[config.mk]
export PLATFORM = sky130hd
export DESIGN_NAME = frame_tx
export DESIGN_NICKNAME = d
export VERILOG_FILES = /design/src/rtl/frame_tx_pkg.sv /design/src/rtl/ftx_assemble.sv /design/src/rtl/ftx_stuffer.sv /design/src/rtl/ftx_arbiter.sv /design/src/rtl/frame_tx.sv
export SDC_FILE = /design/constraint.sdc
export NUM_CORES = 1
export LEC_CHECK = 0
export ABC_CLOCK_PERIOD_IN_PS = 2960
export BUFFER_PORTS_ARGS = -buffer_cell sky130_fd_sc_hd__buf_2
export CAP_MARGIN = 30
export CORE_MARGIN = 2
export CORE_UTILIZATION = 42
export CTS_CLUSTER_DIAMETER = 200
export DETAILED_ROUTE_END_ITERATION = 10
export GPL_TIMING_DRIVEN = 0
export MAX_ROUTING_LAYER = met4
export SETUP_SLACK_MARGIN = 0.4
export SLEW_MARGIN = 15
export SYNTH_ARGS = -nofsm -noshare
export SYNTH_HDL_FRONTEND = slang
export SYNTH_SLANG_ARGS = --single-unit
export TNS_END_PERCENT = 1
[constraint.sdc]
create_clock -name clk -period 2.96 [get_ports clk]
set_clock_uncertainty 0.15 [all_clocks]
set_input_delay 0.148 -clock clk [delete_from_list [all_inputs] [get_ports clk]]
set_output_delay 0.148 -clock clk [all_outputs]
set_load 0.02 [all_outputs]
[src/rtl/frame_tx_pkg.sv]
package frame_tx_pkg;

  typedef enum logic [1:0] {
    S_IDLE    = 2'd0,
    S_BODY    = 2'd1,
    S_TRAIL   = 2'd2,
    S_BACKOFF = 2'd3
  } ftx_state_e;

  localparam int STD_HDR    = 18;  // header bits after the start bit
  localparam int EXT_HDR    = 38;
  localparam int STD_ARB    = 12;  // last frame-bit index inside arbitration
  localparam int EXT_ARB    = 32;
  localparam int CRC_BITS   = 15;
  localparam int TRAIL_BITS = 13;
  localparam int STUFF_RUN  = 5;

  // Number of data bytes actually sent.
  function automatic int byte_count(input logic rtr_f, input logic [3:0] len_f,
                                    input int max_bytes);
    if (rtr_f) return 0;
    if (int'(len_f) > max_bytes) return max_bytes;
    return int'(len_f);
  endfunction

  function automatic int hdr_span(input logic ext_f);
    return ext_f ? EXT_HDR : STD_HDR;
  endfunction

  function automatic int arb_span(input logic ext_f);
    return ext_f ? EXT_ARB : STD_ARB;
  endfunction

endpackage

[src/rtl/ftx_assemble.sv]
module ftx_assemble
  import frame_tx_pkg::*;
#(
  parameter int MAX_BYTES = 8,
  parameter int DW        = 8 * MAX_BYTES,
  parameter int VW        = EXT_HDR + DW + CRC_BITS,
  parameter int IW        = $clog2(VW + 2)
) (
  input  logic          ext_fmt,
  input  logic          rtr,
  input  logic [28:0]   id,
  input  logic [3:0]    len,
  input  logic [DW-1:0] data,
  input  logic [14:0]   crc,
  output logic [VW-1:0] frame_vec,   // bits after the start bit, left aligned
  output logic [IW-1:0] frame_bits   // count of valid bits in frame_vec
);

  localparam int PAD = EXT_HDR - STD_HDR;

  // Left-aligned data field with byte 0 at the top, unused bytes cleared,
  // followed at once by the CRC.
  function automatic logic [DW+CRC_BITS-1:0] body_field(
      input logic [DW-1:0] d, input logic [14:0] c, input int nb);
    logic [DW-1:0]          df;
    logic [DW-1:0]          keep;
    logic [DW+CRC_BITS-1:0] crc_pos;
    for (int b = 0; b < MAX_BYTES; b++) df[DW-1-8*b -: 8] = d[8*b +: 8];
    keep    = ~({DW{1'b1}} >> (8 * nb));
    crc_pos = {{DW{1'b0}}, c} << (DW - 8 * nb);
    return {df & keep, {CRC_BITS{1'b0}}} | crc_pos;
  endfunction

  logic [STD_HDR-1:0]     hdr_s;
  logic [EXT_HDR-1:0]     hdr_e;
  logic [DW+CRC_BITS-1:0] body;
  int                     nbytes;

  always_comb begin
    nbytes = byte_count(rtr, len, MAX_BYTES);
    hdr_s  = {id[10:0], rtr, 2'b00, len};
    hdr_e  = {id[28:18], 2'b11, id[17:0], rtr, 2'b00, len};
    body   = body_field(data, crc, nbytes);
    if (ext_fmt) frame_vec = {hdr_e, body};
    else         frame_vec = {hdr_s, body, {PAD{1'b0}}};
    frame_bits = IW'(hdr_span(ext_fmt) + 8 * nbytes + CRC_BITS);
  end

endmodule

[src/rtl/ftx_stuffer.sv]
module ftx_stuffer
  import frame_tx_pkg::*;
(
  input  logic [2:0] run_len,   // equal-bit run ending with the bit on the wire
  input  logic       last_bit,  // bit now on the wire
  input  logic       cand_bit,  // next frame bit if no stuff bit is due
  output logic       insert,    // next bit must be the complement of last_bit
  output logic [2:0] run_next
);

  always_comb begin
    insert = (run_len == 3'(STUFF_RUN));
    if (insert)                    run_next = 3'd1;
    else if (cand_bit == last_bit) run_next = run_len + 3'd1;
    else                           run_next = 3'd1;
  end

endmodule

[src/rtl/ftx_arbiter.sv]
module ftx_arbiter
  import frame_tx_pkg::*;
#(
  parameter int IW = 8
) (
  input  logic          ext_fmt,
  input  logic [IW-1:0] frame_idx,  // index of the latest frame bit, start bit = 0
  input  logic          active,     // strobe while the frame body is on the wire
  input  logic          tx_bit,
  input  logic          rx_bit,
  output logic          in_window,
  output logic          lose
);

  always_comb begin
    in_window = (frame_idx != '0) && (frame_idx <= IW'(arb_span(ext_fmt)));
    lose      = active && in_window && tx_bit && !rx_bit;
  end

endmodule

[src/rtl/frame_tx.sv]
module frame_tx
  import frame_tx_pkg::*;
#(
  parameter int MAX_BYTES = 8,
  parameter int IDLE_BITS = 11
) (
  input  logic                   clk,
  input  logic                   rst_n,
  input  logic                   start,
  input  logic                   bit_tick,
  input  logic                   ext_fmt,
  input  logic                   rtr,
  input  logic [28:0]            id,
  input  logic [3:0]             len,
  input  logic [8*MAX_BYTES-1:0] data,
  input  logic [14:0]            crc,
  input  logic                   rx,
  output logic                   tx,
  output logic                   busy,
  output logic                   arb_lost
);

  localparam int DW      = 8 * MAX_BYTES;
  localparam int VW      = EXT_HDR + DW + CRC_BITS;
  localparam int IW      = $clog2(VW + 2);
  localparam int CNT_MAX = (TRAIL_BITS > IDLE_BITS) ? TRAIL_BITS : IDLE_BITS;
  localparam int CW      = $clog2(CNT_MAX + 1);

  ftx_state_e    state_q;
  logic [VW-1:0] vec_q;
  logic [IW-1:0] remain_q;
  logic [IW-1:0] idx_q;
  logic [2:0]    run_q;
  logic          last_q;
  logic          tx_q;
  logic          ext_q;
  logic          lost_q;
  logic [CW-1:0] cnt_q;

  logic [VW-1:0] new_vec;
  logic [IW-1:0] new_bits;
  logic          insert;
  logic [2:0]    run_next;
  logic          in_window;
  logic          lose;

  // Named internal events
  logic accept_evt, stuff_evt, frame_evt, trail_done_evt, idle_seen_evt;

  ftx_assemble #(.MAX_BYTES(MAX_BYTES), .DW(DW), .VW(VW), .IW(IW)) u_asm (
    .ext_fmt   (ext_fmt),
    .rtr       (rtr),
    .id        (id),
    .len       (len),
    .data      (data),
    .crc       (crc),
    .frame_vec (new_vec),
    .frame_bits(new_bits)
  );

  ftx_stuffer u_stuff (
    .run_len (run_q),
    .last_bit(last_q),
    .cand_bit(vec_q[VW-1]),
    .insert  (insert),
    .run_next(run_next)
  );

  ftx_arbiter #(.IW(IW)) u_arb (
    .ext_fmt  (ext_q),
    .frame_idx(idx_q),
    .active   (bit_tick && state_q == S_BODY),
    .tx_bit   (tx_q),
    .rx_bit   (rx),
    .in_window(in_window),
    .lose     (lose)
  );

  always_comb begin
    accept_evt     = start && state_q == S_IDLE;
    stuff_evt      = state_q == S_BODY && insert && !lose;
    frame_evt      = state_q == S_BODY && !insert && !lose && remain_q != '0;
    trail_done_evt = state_q == S_TRAIL && cnt_q == CW'(TRAIL_BITS - 1);
    idle_seen_evt  = state_q == S_BACKOFF && rx && cnt_q == CW'(IDLE_BITS - 1);
  end

  always_ff @(posedge clk or negedge rst_n) begin
    if (!rst_n) begin
      state_q  <= S_IDLE;
      vec_q    <= '0;
      remain_q <= '0;
      idx_q    <= '0;
      run_q    <= 3'd1;
      last_q   <= 1'b1;
      tx_q     <= 1'b1;
      ext_q    <= 1'b0;
      lost_q   <= 1'b0;
      cnt_q    <= '0;
    end else begin
      unique case (state_q)
        S_IDLE: if (accept_evt) begin
          state_q  <= S_BODY;
          vec_q    <= new_vec;
          remain_q <= new_bits;
          idx_q    <= '0;
          run_q    <= 3'd1;
          last_q   <= 1'b0;
          tx_q     <= 1'b0;
          ext_q    <= ext_fmt;
          lost_q   <= 1'b0;
        end
        S_BODY: if (bit_tick) begin
          if (lose) begin
            state_q <= S_BACKOFF;
            tx_q    <= 1'b1;
            lost_q  <= 1'b1;
            cnt_q   <= '0;
          end else if (stuff_evt) begin
            tx_q   <= ~last_q;
            last_q <= ~last_q;
            run_q  <= run_next;
          end else if (frame_evt) begin
            tx_q     <= vec_q[VW-1];
            last_q   <= vec_q[VW-1];
            run_q    <= run_next;
            vec_q    <= vec_q << 1;
            remain_q <= remain_q - 1'b1;
            idx_q    <= idx_q + 1'b1;
          end else begin
            state_q <= S_TRAIL;
            tx_q    <= 1'b1;
            cnt_q   <= '0;
          end
        end
        S_TRAIL: if (bit_tick) begin
          if (trail_done_evt) state_q <= S_IDLE;
          else                cnt_q   <= cnt_q + 1'b1;
        end
        S_BACKOFF: if (bit_tick) begin
          if (!rx)                cnt_q   <= '0;
          else if (idle_seen_evt) state_q <= S_IDLE;
          else                    cnt_q   <= cnt_q + 1'b1;
        end
        default: state_q <= S_IDLE;
      endcase
    end
  end

  assign tx       = tx_q;
  assign busy     = state_q != S_IDLE;
  assign arb_lost = lost_q;

  // an accepted start puts the dominant start bit on the wire next clock
  p_sof_dominant_r2: assert property (@(posedge clk) disable iff (!rst_n)
    (start && !busy) |=> (busy && !tx));

  // recessive whenever nothing is in progress
  p_idle_recessive_r1: assert property (@(posedge clk) disable iff (!rst_n)
    !busy |-> tx);

  // the wire only moves on a strobe or an accepted start
  p_tx_holds_r9: assert property (@(posedge clk) disable iff (!rst_n)
    (!bit_tick && !(start && !busy)) |=> $stable(tx));

  // a stuff bit is always the complement of the bit before it
  p_stuff_flips_r7: assert property (@(posedge clk) disable iff (!rst_n)
    (bit_tick && stuff_evt) |=> (tx != $past(tx)));

  // runs never exceed the stuffing limit inside the stuffed region
  p_run_bound_r7: assert property (@(posedge clk) disable iff (!rst_n)
    (state_q == S_BODY) |-> (run_q != 3'd0 && run_q <= 3'(STUFF_RUN)));

  // after a loss only recessive is driven
  p_recessive_after_loss_r10: assert property (@(posedge clk) disable iff (!rst_n)
    arb_lost |-> tx);

  // a loss needs a recessive drive met by a dominant sample
  p_loss_cause_r10: assert property (@(posedge clk) disable iff (!rst_n)
    $rose(arb_lost) |-> ($past(tx) && !$past(rx) && $past(bit_tick)));

  // the post-loss wait ends only on a recessive sample
  p_backoff_exit_r12: assert property (@(posedge clk) disable iff (!rst_n)
    (state_q == S_BACKOFF && bit_tick && !rx) |=> busy);

endmodule

==> impl_metrics.json <==
{
  "grt_pass1_wl_mm": 65.6,
  "final_common_cell": "dfrtp_1",
  "max_slew_margin_pct": 37.5,
  "core_mm2": 0.0220,
  "worstSetupPathType": "in -> reg",
  "tns_ns": 0,
  "overflow": 0,
  "ioPinCount": 122,
  "ys_seq_area_share_pct": 38.1,
  "io_buffers": 120,
  "post-place-cells": 1474,
  "globalplace.congestion": 1.08,
  "syn_avg_cell_area_um2": 8.84,
  "fin_cells": 1546,
  "multi_input_area_mm2": 0.00574,
  "clock_path_buffers": 2,
  "clk_pin_slew_ns": 0.07,
  "grt_pass1_vias": 10100,
  "placed_cell_area_mm2": 0.0106,
  "synth_cell_types": 73,
  "post-place-ws_ns": -0.583,
  "cts-root-buf": "clkbuf_16",
  "violations": "negative hold slack",
  "synth_nets": 1210,
  "yosysTopAreaCellShare_pct": 37.2,
  "p_leak_nw": 4.82,
  "holdPathEnd": "vec_q[113]",
  "grt_max_degree": 75,
  "synth_area_leaders": "dfrtp_1, o21ai_0, a21oi_1, nand2_1, mux2i_1",
  "htreeDepth": 4,
  "final-setup-viol-count": 0,
  "clock_latency_ns": 0.45,
  "regArea_mm2": 0.00361,
  "fin_nets": 1389,
  "drive_gt1_share_pct": 27.4,
  "r2r-start": "state_q[1]",
  "area_delta_synth_final_pct": 26.2,
  "async_reset_ff_share_pct": 100,
  "cp.required_ns": 3.12,
  "finalCriticalPeriod_ns": 2.57,
  "antenna_left": 0,
  "routedWlPerCell_um": 29.4,
  "hold_viol_final": 1,
  "hpwl_mm": 34.0,
  "ir_drop_uv": 480,
  "cts_sinks": 144,
  "layout_common_cells": "dfrtp_1, o21ai_0, buf_2, nand2_1, a21oi_1",
  "grt_util_all_layers_pct": 38.9,
  "synth_edf_count": 0,
  "rows": 54,
  "hold_path_class": "in -> reg",
  "timing.max_cap.violations": 0,
  "hold_slack_ns": -0.00584,
  "r2r_end": "vec_q[95]",
  "startpoint_type": "input pin",
  "dr.pass1.iters": 6,
  "drc_errors": 0,
  "hold_path.startpoint": "id[25]",
  "synth_top_area_cell": "dfrtp_1",
  "routed_wl_mm": 45.4,
  "fin_ws_ns": 0.393,
  "endpoint_kind": "flop",
  "ys.warnings.count": 0,
  "dieHeight_um": 154,
  "synthesis.area_mm2": 0.00948,
  "fp.dieW_um": 154,
  "fin_crit_sh_pct": 86.7,
  "cts_tree": "done",
  "crit_path_max_fanout": 10,
  "p_total_mw": 11.3,
  "synth_top_flop_cell": "dfrtp_1",
  "num_vias": 10600,
  "start_util_pct": 43.2,
  "min_delay_path_depth": 4,
  "reg2reg_depth": 7,
  "synth_seq_cells": 144,
  "antenna_found_initial": 2,
  "arrival_ns": 2.72,
  "rsz0062_at_grt": "yes",
  "numCtsBuffers": 17,
  "timing.reg2reg.setup_slack_ns": 0.40,
  "dr.first_iter.drc_count": 1433,
  "slew_viol_final": 0,
  "tightest_slew_ns": 0.934,
  "power.density_mw_per_mm2": 947,
  "outcome": "finished with violations",
  "fin_area_mm2": 0.0120,
  "fmax_ghz": 0.390,
  "fillers": 2098,
  "dieArea_mm2": 0.0238,
  "vias_per_cell": 6.87,
  "netlist_instances": 1072
}
-- through the flow --
step | utilization [%] | hold slack (ns)
floorplan | - | -0.298
global placement | 48.0 | 0.276
detailed placement | 48.2 | 0.00614
CTS | 52.6 | 0.0000909
global route | 54.5 | 0.00405
finish | 54.5 | -0.00584
-- critical path, stage by stage --
cell,delay (ns)
clkbuf_4,0.15
or3b_1,0.36
buf_6,0.15
buf_12,0.15
ha_4,0.34
buf_4,0.20
nor4b_2,0.08
a2bb2oi_1,0.45
o21ai_0,0.22
a222oi_1,0.31
o21ai_0,0.14
-- synth_stat cells, types with 5 or more instances --
library cell	number
o211ai_1	29
buf_6	6
ha_1	19
and3_1	6
a21oi_1	69
or3_1	7
nand4_1	5
inv_1	22
o31ai_1	19
nand3_1	20
a222oi_1	11
a31oi_1	45
mux2_2	20
a32o_1	14
nand2b_1	10
a2bb2oi_1	11
clkbuf_1	74
a221oi_1	32
nand2_1	89
buf_1	5
and2_1	5
nor2b_1	8
a221o_2	7
a32oi_1	11
nor3b_1	8
nor3_1	8
mux2i_1	29
buf_4	7
o21ai_1	16
o21ai_0	152
o2bb2ai_1	15
a22oi_1	30
a22o_1	7
dfrtp_1	141
buf_2	9
nor2_1	38
-- how the worst max path moves through the flow --
stage          startpoint        end  slack (ns)
4_1_cts               rtr  vec_q[40]        0.29
5_1_grt            len[0]   vec_q[8]        0.31
2_1_floorplan      len[3]  vec_q[14]        0.36
3_5_place_dp          rtr  vec_q[40]       -0.58
6_report           len[0]  vec_q[21]        0.39
3_3_place_gp        rst_n  vec_q[85]       -0.76
-- power breakdown --
part	total, mW	switching [mW]	internal (mW)	leakage [nW]
clock	2.28	1.07	1.21	0.274
combinational	5.59	3.62	1.97	2.75
sequential	3.46	0.618	2.85	1.80
-- layout make-up --
class | instances | area share (%)
diodes | 2 | 0.0418
plain buffers | 101 | 4.99
clock buffers | 18 | 3.67
clock inverters | 14 | 1.20
inverters | 24 | 0.795
multi-input cells | 804 | 48.0
flip-flops and latches | 144 | 30.2
well taps | 280 | 2.93
repair buffers | 159 | 8.24
-- cell families (layout without fill, tap and decap cells) --
kind of cell	Yosys count	after routing	share of synthesized area [%]
buffers and inverters	125	316	5.84
DFF	144	144	38.1
AOI/OAI and AO/OA	502	502	35.7
and+or+nand+nor	230	231	12.2
xor gates and xnor gates	3	3	0.277
adders and majority gates	19	19	2.51
other	0	2	0
muxes	49	49	5.44
-- sequential cells by signal, indices dropped and copies added (netlist names) --
register  count
vec_q       117
idx_q         7
cnt_q         4
ext_q         1
state_q       2
remain_q      7
last_q        1
arb_lost      1
run_q         3
tx            1
-- layer usage --
metal	up-vias	track usage [%]	part of all wire, %
met5	-	-	0
met4	0	14.7	4.4
met3	122	10.6	11
met2	701	57.4	44
met1	5256	51.2	41
li1	4545	-	-
-- what timing repair did --
action	CTS	global route
hold buffers	19	0
buffers inserted	5	11
gates resized for setup	52	96
cloned	0	2
pin swaps	2	15
endpoints found under the setup margin	135	136
endpoints found under the hold margin	90	0
Power figures use the tool's default switching activity.
